==> src/rtl/dual_agen_pkg.sv <==
package dual_agen_pkg;

    typedef enum logic [1:0] {
        MOD_NONE = 2'd0,
        MOD_P2   = 2'd1,
        MOD_P4   = 2'd2,
        MOD_P6   = 2'd3
    } mod_e;

    typedef struct packed {
        logic en;
        logic sel;
        logic idx;
        mod_e mod;
    } lane_ctl_t;

    localparam int NLANE = 2;
    localparam int LANE_X = 0;
    localparam int LANE_Y = 1;

    function automatic logic [3:0] step_bytes(input mod_e m);
        case (m)
            MOD_P2:  return 4'd2;
            MOD_P4:  return 4'd4;
            MOD_P6:  return 4'd6;
            default: return 4'd0;
        endcase
    endfunction

endpackage

==> src/rtl/dual_agen_lane.sv <==
module dual_agen_lane
    import dual_agen_pkg::*;
#(
    parameter int AW = 16
) (
    input  lane_ctl_t        ctl,
    input  logic [AW-1:0]    ptr_a,
    input  logic [AW-1:0]    ptr_b,
    input  logic [AW-1:0]    ofs,
    input  logic [AW-1:0]    lo,
    input  logic [AW-1:0]    hi,
    output logic [AW-1:0]    ea,
    output logic [AW-1:0]    nxt,
    output logic             want_wb,
    output logic             fault
);
    localparam int PADW = AW - 4;

    logic [AW-1:0] base;
    logic [AW-1:0] target;
    logic          illegal;
    logic          base_ok;
    logic          tgt_ok;

    always_comb begin
        base    = ctl.sel ? ptr_b : ptr_a;
        ea      = ctl.idx ? (base + ofs) : base;
        nxt     = base + {{PADW{1'b0}}, step_bytes(ctl.mod)};
        target  = ctl.idx ? ea : nxt;
        illegal = ctl.idx & ~ctl.sel;
        base_ok = (base >= lo) && (base <= hi);
        tgt_ok  = (target >= lo) && (target <= hi);
        fault   = ctl.en & (illegal | ~base_ok | ~tgt_ok);
        want_wb = ctl.en & ~ctl.idx & (ctl.mod != MOD_NONE);
    end

endmodule

==> src/rtl/dual_agen_commit.sv <==
module dual_agen_commit
    import dual_agen_pkg::*;
#(
    parameter int AW = 16
) (
    input  logic                       clk,
    input  logic                       rst,
    input  logic                       err,
    input  logic [NLANE-1:0]           want,
    input  logic [NLANE-1:0]           sel,
    input  logic [NLANE-1:0][AW-1:0]   nxt,
    output logic [NLANE-1:0]           wb_en,
    output logic [NLANE-1:0]           wb_sel,
    output logic [NLANE-1:0][AW-1:0]   wb_val
);
    for (genvar g = 0; g < NLANE; g++) begin : g_lane
        always_ff @(posedge clk) begin
            if (rst) begin
                wb_en[g]  <= 1'b0;
                wb_sel[g] <= 1'b0;
                wb_val[g] <= '0;
            end else begin
                wb_en[g]  <= want[g] & ~err;
                wb_sel[g] <= sel[g];
                wb_val[g] <= nxt[g];
            end
        end
    end

endmodule

==> src/rtl/dual_agen.sv <==
module dual_agen
    import dual_agen_pkg::*;
#(
    parameter int AW = 16
) (
    input  logic          clk,
    input  logic          rst,
    input  logic          x_en,
    input  logic          x_sel,
    input  logic          x_idx,
    input  logic [1:0]    x_mod,
    input  logic          y_en,
    input  logic          y_sel,
    input  logic          y_idx,
    input  logic [1:0]    y_mod,
    input  logic [AW-1:0] ptr_x0,
    input  logic [AW-1:0] ptr_x1,
    input  logic [AW-1:0] ptr_y0,
    input  logic [AW-1:0] ptr_y1,
    input  logic [AW-1:0] x_ofs,
    input  logic [AW-1:0] y_ofs,
    input  logic [AW-1:0] x_lo,
    input  logic [AW-1:0] x_hi,
    input  logic [AW-1:0] y_lo,
    input  logic [AW-1:0] y_hi,
    output logic [AW-1:0] x_addr,
    output logic [AW-1:0] y_addr,
    output logic          err,
    output logic          x_wb_en,
    output logic          x_wb_sel,
    output logic [AW-1:0] x_wb_val,
    output logic          y_wb_en,
    output logic          y_wb_sel,
    output logic [AW-1:0] y_wb_val
);
    lane_ctl_t [NLANE-1:0]         ctl;
    logic [NLANE-1:0][AW-1:0]      pa, pb, ofs, lo, hi, ea, nxt, wb_val;
    logic [NLANE-1:0]              want, fault, sel, wb_en, wb_sel;

    assign ctl[LANE_X] = '{en: x_en, sel: x_sel, idx: x_idx, mod: mod_e'(x_mod)};
    assign ctl[LANE_Y] = '{en: y_en, sel: y_sel, idx: y_idx, mod: mod_e'(y_mod)};
    assign pa[LANE_X]  = ptr_x0;
    assign pb[LANE_X]  = ptr_x1;
    assign pa[LANE_Y]  = ptr_y0;
    assign pb[LANE_Y]  = ptr_y1;
    assign ofs[LANE_X] = x_ofs;
    assign ofs[LANE_Y] = y_ofs;
    assign lo[LANE_X]  = x_lo;
    assign lo[LANE_Y]  = y_lo;
    assign hi[LANE_X]  = x_hi;
    assign hi[LANE_Y]  = y_hi;

    for (genvar g = 0; g < NLANE; g++) begin : g_lane
        assign sel[g] = ctl[g].sel;
        dual_agen_lane #(.AW(AW)) u_lane (
            .ctl     (ctl[g]),
            .ptr_a   (pa[g]),
            .ptr_b   (pb[g]),
            .ofs     (ofs[g]),
            .lo      (lo[g]),
            .hi      (hi[g]),
            .ea      (ea[g]),
            .nxt     (nxt[g]),
            .want_wb (want[g]),
            .fault   (fault[g])
        );
    end

    assign err = |fault;

    dual_agen_commit #(.AW(AW)) u_commit (
        .clk    (clk),
        .rst    (rst),
        .err    (err),
        .want   (want),
        .sel    (sel),
        .nxt    (nxt),
        .wb_en  (wb_en),
        .wb_sel (wb_sel),
        .wb_val (wb_val)
    );

    assign x_addr   = ea[LANE_X];
    assign y_addr   = ea[LANE_Y];
    assign x_wb_en  = wb_en[LANE_X];
    assign y_wb_en  = wb_en[LANE_Y];
    assign x_wb_sel = wb_sel[LANE_X];
    assign y_wb_sel = wb_sel[LANE_Y];
    assign x_wb_val = wb_val[LANE_X];
    assign y_wb_val = wb_val[LANE_Y];

endmodule

==> config.mk <==
export PLATFORM = sky130hd
export DESIGN_NAME = dual_agen
export DESIGN_NICKNAME = d
export VERILOG_FILES = /design/src/rtl/dual_agen_pkg.sv /design/src/rtl/dual_agen_lane.sv /design/src/rtl/dual_agen_commit.sv /design/src/rtl/dual_agen.sv
export SDC_FILE = /design/constraint.sdc
export NUM_CORES = 1
export LEC_CHECK = 0
export ABC_CLOCK_PERIOD_IN_PS = 4900
export BUFFER_PORTS_ARGS = -buffer_cell sky130_fd_sc_hd__buf_2
export CORE_MARGIN = 2
export CORE_UTILIZATION = 47
export CTS_CLUSTER_DIAMETER = 100
export DETAILED_ROUTE_END_ITERATION = 7
export GPL_ROUTABILITY_DRIVEN = 0
export GPL_TIMING_DRIVEN = 0
export PLACE_DENSITY = 0.87
export SYNTH_ARGS = -nofsm -noshare
export SYNTH_HDL_FRONTEND = slang
export SYNTH_SLANG_ARGS = --single-unit
==> constraint.sdc <==
create_clock -name clk -period 4.9 [get_ports clk]
set_input_delay 0.49 -clock clk [delete_from_list [all_inputs] [get_ports clk]]
set_output_delay 0.49 -clock clk [all_outputs]
set_load 0.02 [all_outputs]
### Word level (Yosys, flattened, before mapping)

Cells that the tools add are included.

| cells by class | value |
|---|---|
| $add $sub $neg | 4 |
| magnitude comparators | 8 |
| equal/unequal tests | 6 |
| mux-type cells | 8 |
| bitwise operators | 23 |
| reductions and logical operators | 7 |

Operator list:

| operator | count |
|---|---|
| 16-bit 2-to-1 mux | 6 |
| 16-bit greater-or-equal comparator | 4 |
| 16-bit <= comparator | 4 |
| 16-bit adder | 2 |
| 16-bit by 3-bit adder with 16-bit output | 2 |
| 3-bit case mux with 3 select lines | 2 |
| 1-bit bitwise AND | 10 |
| 1-bit NOT | 9 |
| 2-bit == test (second input constant) | 4 |
| 2-bit by 1-bit == test with 1-bit output (second input constant) | 2 |
| 1-bit logical AND | 4 |
| 1-bit OR | 4 |
| 2-bit nonzero test | 2 |
| 2-bit OR reduction | 1 |

| storage, ports and cells | value |
|---|---|
| bits in registers | 36 |
| bits of input ports | 172 |

### Depth between registers and ports, before layout

| logic depth | value |
|---|---|
| depth in word-level cells | 12 |
| mapped depth | 23 |

### Modules after synthesis

From an unflattened synthesis, not the netlist that was laid out.

| second synthesis, totals | value |
|---|---|
| cells, all modules | 937 |
| area, all modules | 7465.9 µm² |

By module, submodules not included:

| module | instances | cells each | area an instance (µm²) |
|---|---|---|---|
| dual_agen_lane (g_lane[0].u_lane) | 1 | 432 | 3248.1 |
| dual_agen_lane (g_lane[1].u_lane) | 1 | 429 | 3191.8 |
| dual_agen_commit | 1 | 75 | 1019.7 |
| dual_agen | 1 | 1 | 6.3 |

### Worst setup path after synthesis

Ideal clock, no wire load.

| timing | value |
|---|---|
| kind | input port to output port |
| from | input x_sel |
| to | output err |
| arrival time | 4.778 ns |
| data required time | 4.410 ns |
| setup slack | -0.368 ns |
| cell stages on the path | 22 |
| buffers on the path | 2 |
| cell sequence | buf_4 -> buf_2 -> mux2i_1 -> inv_1 -> ha_1 -> fa_1 -> a21o_1 -> a21o_1 -> a21oi_1 -> o21ai_1 -> a211oi_1 -> o21bai_1 -> mux2_2 -> o21ai_0 -> ha_1 -> and4_1 -> and2_1 -> a221oi_2 -> a21oi_1 -> a221oi_2 -> o211ai_1 -> a22o_1 |

| on the way | value |
|---|---|
| word-level cells in the longest chain between the ends | 10 |

RTL lines:

| what | RTL line | text |
|---|---|---|
| start, declared | dual_agen.sv:9 | `input logic x_sel,` |
| 16-bit 2-to-1 mux * | dual_agen_lane.sv:26 | `base = ctl.sel ? ptr_b : ptr_a;` |
| named net g_lane[0].u_lane.base[0] | dual_agen_lane.sv:19 | `logic [AW-1:0] base;` |
| 16-bit adder | dual_agen_lane.sv:27 | `ea = ctl.idx ? (base + ofs) : base;` |
| 16-bit 2-to-1 mux | dual_agen_lane.sv:27 |  |
| 16-bit 2-to-1 mux | dual_agen_lane.sv:29 | `target = ctl.idx ? ea : nxt;` |
| 16-bit greater-or-equal comparator or 16-bit <= comparator (tied branches) | dual_agen_lane.sv:32 | `tgt_ok = (target >= lo) && (target <= hi);` |
| 1-bit logical AND | dual_agen_lane.sv:32 |  |
| 1-bit NOT | dual_agen_lane.sv:33 | `fault = ctl.en & (illegal \| ~base_ok \| ~tgt_ok);` |
| 1-bit OR * | dual_agen_lane.sv:33 |  |
| 1-bit bitwise AND * | dual_agen_lane.sv:33 |  |
| 2-bit OR reduction * | dual_agen.sv:69 | `assign err = \|fault;` |
| end, declared | dual_agen.sv:28 | `output logic err,` |

The timed path passes the listed nets; every way through them passes the cells marked *.

### Final worst setup path

| timing | value |
|---|---|
| from | input y_sel |
| to | output err |

| on the way | value |
|---|---|
| word-level cells in the longest chain between the ends | 10 |

RTL lines:

| what | RTL line | text |
|---|---|---|
| start, declared | dual_agen.sv:13 | `input logic y_sel,` |
| 16-bit 2-to-1 mux | dual_agen_lane.sv:26 |  |
| 16-bit adder | dual_agen_lane.sv:27 |  |
| 16-bit 2-to-1 mux | dual_agen_lane.sv:27 |  |
| 16-bit 2-to-1 mux | dual_agen_lane.sv:29 |  |
| 16-bit greater-or-equal comparator or 16-bit <= comparator (tied branches) | dual_agen_lane.sv:32 |  |
| 1-bit logical AND | dual_agen_lane.sv:32 |  |
| 1-bit NOT | dual_agen_lane.sv:33 |  |
| 1-bit OR * | dual_agen_lane.sv:33 |  |
| 1-bit bitwise AND * | dual_agen_lane.sv:33 |  |
| 2-bit OR reduction * | dual_agen.sv:69 |  |

Mark *: on every way between the ends. The rest lies on a longest branch, timed or not.

==> results.md <==
- Outcome: finished with violations
- Failing checks: setup timing
- Max cap viols: 0
- Reg area: 720.7 sq um
- Num CTS Buffers: 5
- WL/cell: roughly 19 um
- Width of the die: 124.6 um
- Startpoint types: input pin
- WHS Endpoint: u_commit.wb_en[0]
- Critical Path AT: roughly 5100 ps
- Met1 Wirelength: between 9000 and 10000 um
- Final WL: approximately 26000 um
- Final setup viols: 3
- Vias per cell: ~6
- Leakage: 0.004908 uW
- Worst-Margin Slew: around 800 ps
- HP Start: y_en
- Buffer depth of the longest clock path: 2
- Gate Count Post-Synth: 878
- Largest net degree at the start of global routing: 13
- Reg clk slew, reported paths: about 60 ps
- WHS Path Cells: 2
- Syn Nets: approximately 1200
- EDFF count, synth: 0
- Router iterations before antenna repair: 6
- FFs w/ async S/R, synth: 0%
- Final core utilization: 65.92%
- Min cycle time layout: about 5500 ps
- Metal2 WL: between 10000 and 15000 um
- Place WS: -987.0 ps
- Top cells by area, synth: ha_1 (30%), dfxtp_1 (11%), inv_1 (6.0%)
- Die Y: approximately 120 um
- Multi-input gate area in the final layout: around 6100 sq um
- CP Capture Type: output pin
- Port Buf Inserts: 239
- Row count: 44
- Layout Cells excl Fill: approximately 1400
- Synth unique cells: 65
- Initial antenna violation count: 0
- Via count: 8254
- Vias in the first global route: 8004
- H-Tree Depth: 2
- Routed wl met3: about 2200 um
- Core Footprint: around 14000 sq um
- Grt ovf: 0
- Register area share after synthesis: a little over a tenth
- First-pass GRT wire length: 38760 um
- Top Metal Used: met4
- Total Nets Final: between 1500 and 2000
- Max-slew headroom at the worst pin: ~47%
- Final max-slew violation count: 0
- Initial DRC Count: between 700 and 800
- CTS tree: yes
- Layout cells sized above 1: a little over a third
- Kind of critical path: input pin to output pin
- Post-DP HPWL: 19600 um
- ANT nets after route: 0
- Placed Cells: approximately 1300
- Register bit count reported by yosys: 36
- Final Power: 2070 uW
- Setup ws final: -647.6 ps
- Antenna Diode Count: 0
- Fillers: 1150
- Full die area: ~16000 sq um
- Yosys top cell area share: between 20 and 30%
- Synth area leader: ha_1
- Sink Count: 36
- Period utilization: 113.2%
- Area Overhead vs Synth: 38.49%
- Final Hold Fails: 0
- F_max: ~180 MHz
- Root buffer cell: clkbuf_16
- Total track usage: a little under a third
- Ys flop type: dfxtp_1
- Commonest non-fill, non-tap cells in the layout: buf_2 (236), ha_1 (149), inv_1 (101)
- IO Count: roughly 240
- Worst min path class: input pin to register
- YS warnings: 0
- Maximum VDD drop: around 140 uV
- Critical path peak fanout: 6
- Cell Area, Synth: between 6000 and 7000 sq um
- Required @ worst endpoint: approximately 4400 ps
- RSZ-0062 raised after global routing: yes
- Initial core utilization: about 48%
- Most common cell after layout, fill and taps aside: buf_2
- DR DRC count: 0
- Syn Area/Cell: slightly below 8 sq um
- Power Density: about 220 nW/um^2
[kinds of logic after synthesis]
group / Yosys count / share of synthesized area [%]
AO/OA/AOI/OAI: 253 / 24.09
AND/OR/NAND/NOR: 203 / 14.69
adder cells (fa/ha/maj): 166 / 30.81
buffers and inverters: 132 / 7.537
XOR/XNOR: 46 / 5.891
multiplexers: 42 / 6.440
flip-flops: 36 / 10.54
[worst max path at each step]
stage                     slack [ps]   from  end  cells past startpoint
after floorplan                   10  y_sel  err                     22
after global placement          -920  x_sel  err                     24
after detailed placement        -990  x_sel  err                     22
after CTS                       -520  x_sel  err                     24
after global routing            -820  y_sel  err                     23
final                           -650  y_sel  err                     23
[layer usage]
layer  up-vias  track usage, %
li1       3766               -
met2       601           55.93
met3       142           4.639
met1      3745           33.56
met4         0           17.58
met5         -               0
[what timing repair did]
item                       CTS  global route
resized for setup           70            44
pin swaps                   39            39
setup buffers               31            19
setup endpoints to repair    3             3
hold buffers                 0             0
cloned                       1             0
[synthesized netlist by cell type (3+ instances only)]
| cell | number |
|---|---|
| nand2b_1 | 7 |
| xnor2_1 | 39 |
| o21ai_1 | 4 |
| a21oi_1 | 76 |
| nor2_1 | 56 |
| nand2_1 | 52 |
| buf_4 | 3 |
| nand3_1 | 18 |
| o2111ai_1 | 3 |
| o31ai_1 | 6 |
| mux2_2 | 16 |
| a32oi_1 | 3 |
| and4_1 | 3 |
| xor2_1 | 7 |
| mux2i_1 | 26 |
| o211ai_1 | 12 |
| nor2b_1 | 16 |
| o21ai_0 | 55 |
| nor4_1 | 6 |
| a211oi_2 | 3 |
| a211oi_1 | 9 |
| dfxtp_1 | 36 |
| ha_1 | 162 |
| nand4_1 | 20 |
| nor3_1 | 6 |
| o21bai_1 | 9 |
| clkbuf_1 | 13 |
| a21o_1 | 38 |
| o21a_1 | 4 |
| nor3_2 | 3 |
| fa_1 | 4 |
| inv_1 | 109 |
| and3_1 | 4 |
| buf_1 | 4 |
| a2111oi_2 | 3 |
| a31oi_1 | 7 |
[metrics by stage]
| stage | hold WS [ps] | setup TNS (ps) | area [sq um] |
|---|---|---|---|
| floorplan | 582.7 | 0 | 6918 |
| global placement | 721.6 | -2017 | 8344 |
| detailed placement | 730.9 | -2276 | 8344 |
| CTS | 426.3 | -524.8 | 9101 |
| global route | 431.9 | -1333 | 9472 |
| finish | 431.8 | -834.8 | 9472 |
[sequential cells by signal (all words and copies together) (netlist names)]
signal	flops
u_commit.wb_val	32
u_commit.wb_en	2
u_commit.wb_sel	2
[layout make-up]
type	count	area share (%)
Buffer	22	1.598
Multi-Input combinational cell	710	64.93
Sequential cell	36	7.609
Timing Repair Buffer	289	17.31
Clock buffer	5	1.321
Inverter	110	4.359
Tap cell	184	2.431
Clock inverter	3	0.4491
[critical path: stages]
cell	delay, ps
buf_8	80
buf_12	130
buf_12	120
mux2_2	410
ha_2	390
a21o_1	130
a21o_1	180
a21oi_4	90
o21ai_4	200
a41oi_2	190
buf_4	180
buf_4	120
a211o_1	280
o21bai_4	200
ha_4	310
nand4_1	150
nor4_2	350
or3_1	180
o221ai_2	90
a31oi_1	210
o221ai_2	170
a22o_1	270
buf_6	140
[where the power goes]
part           internal [uW]  switching, uW
Combinational            589            777
Sequential               315           6.16
Clock                    240            144
(Power assumes the default switching activity.)
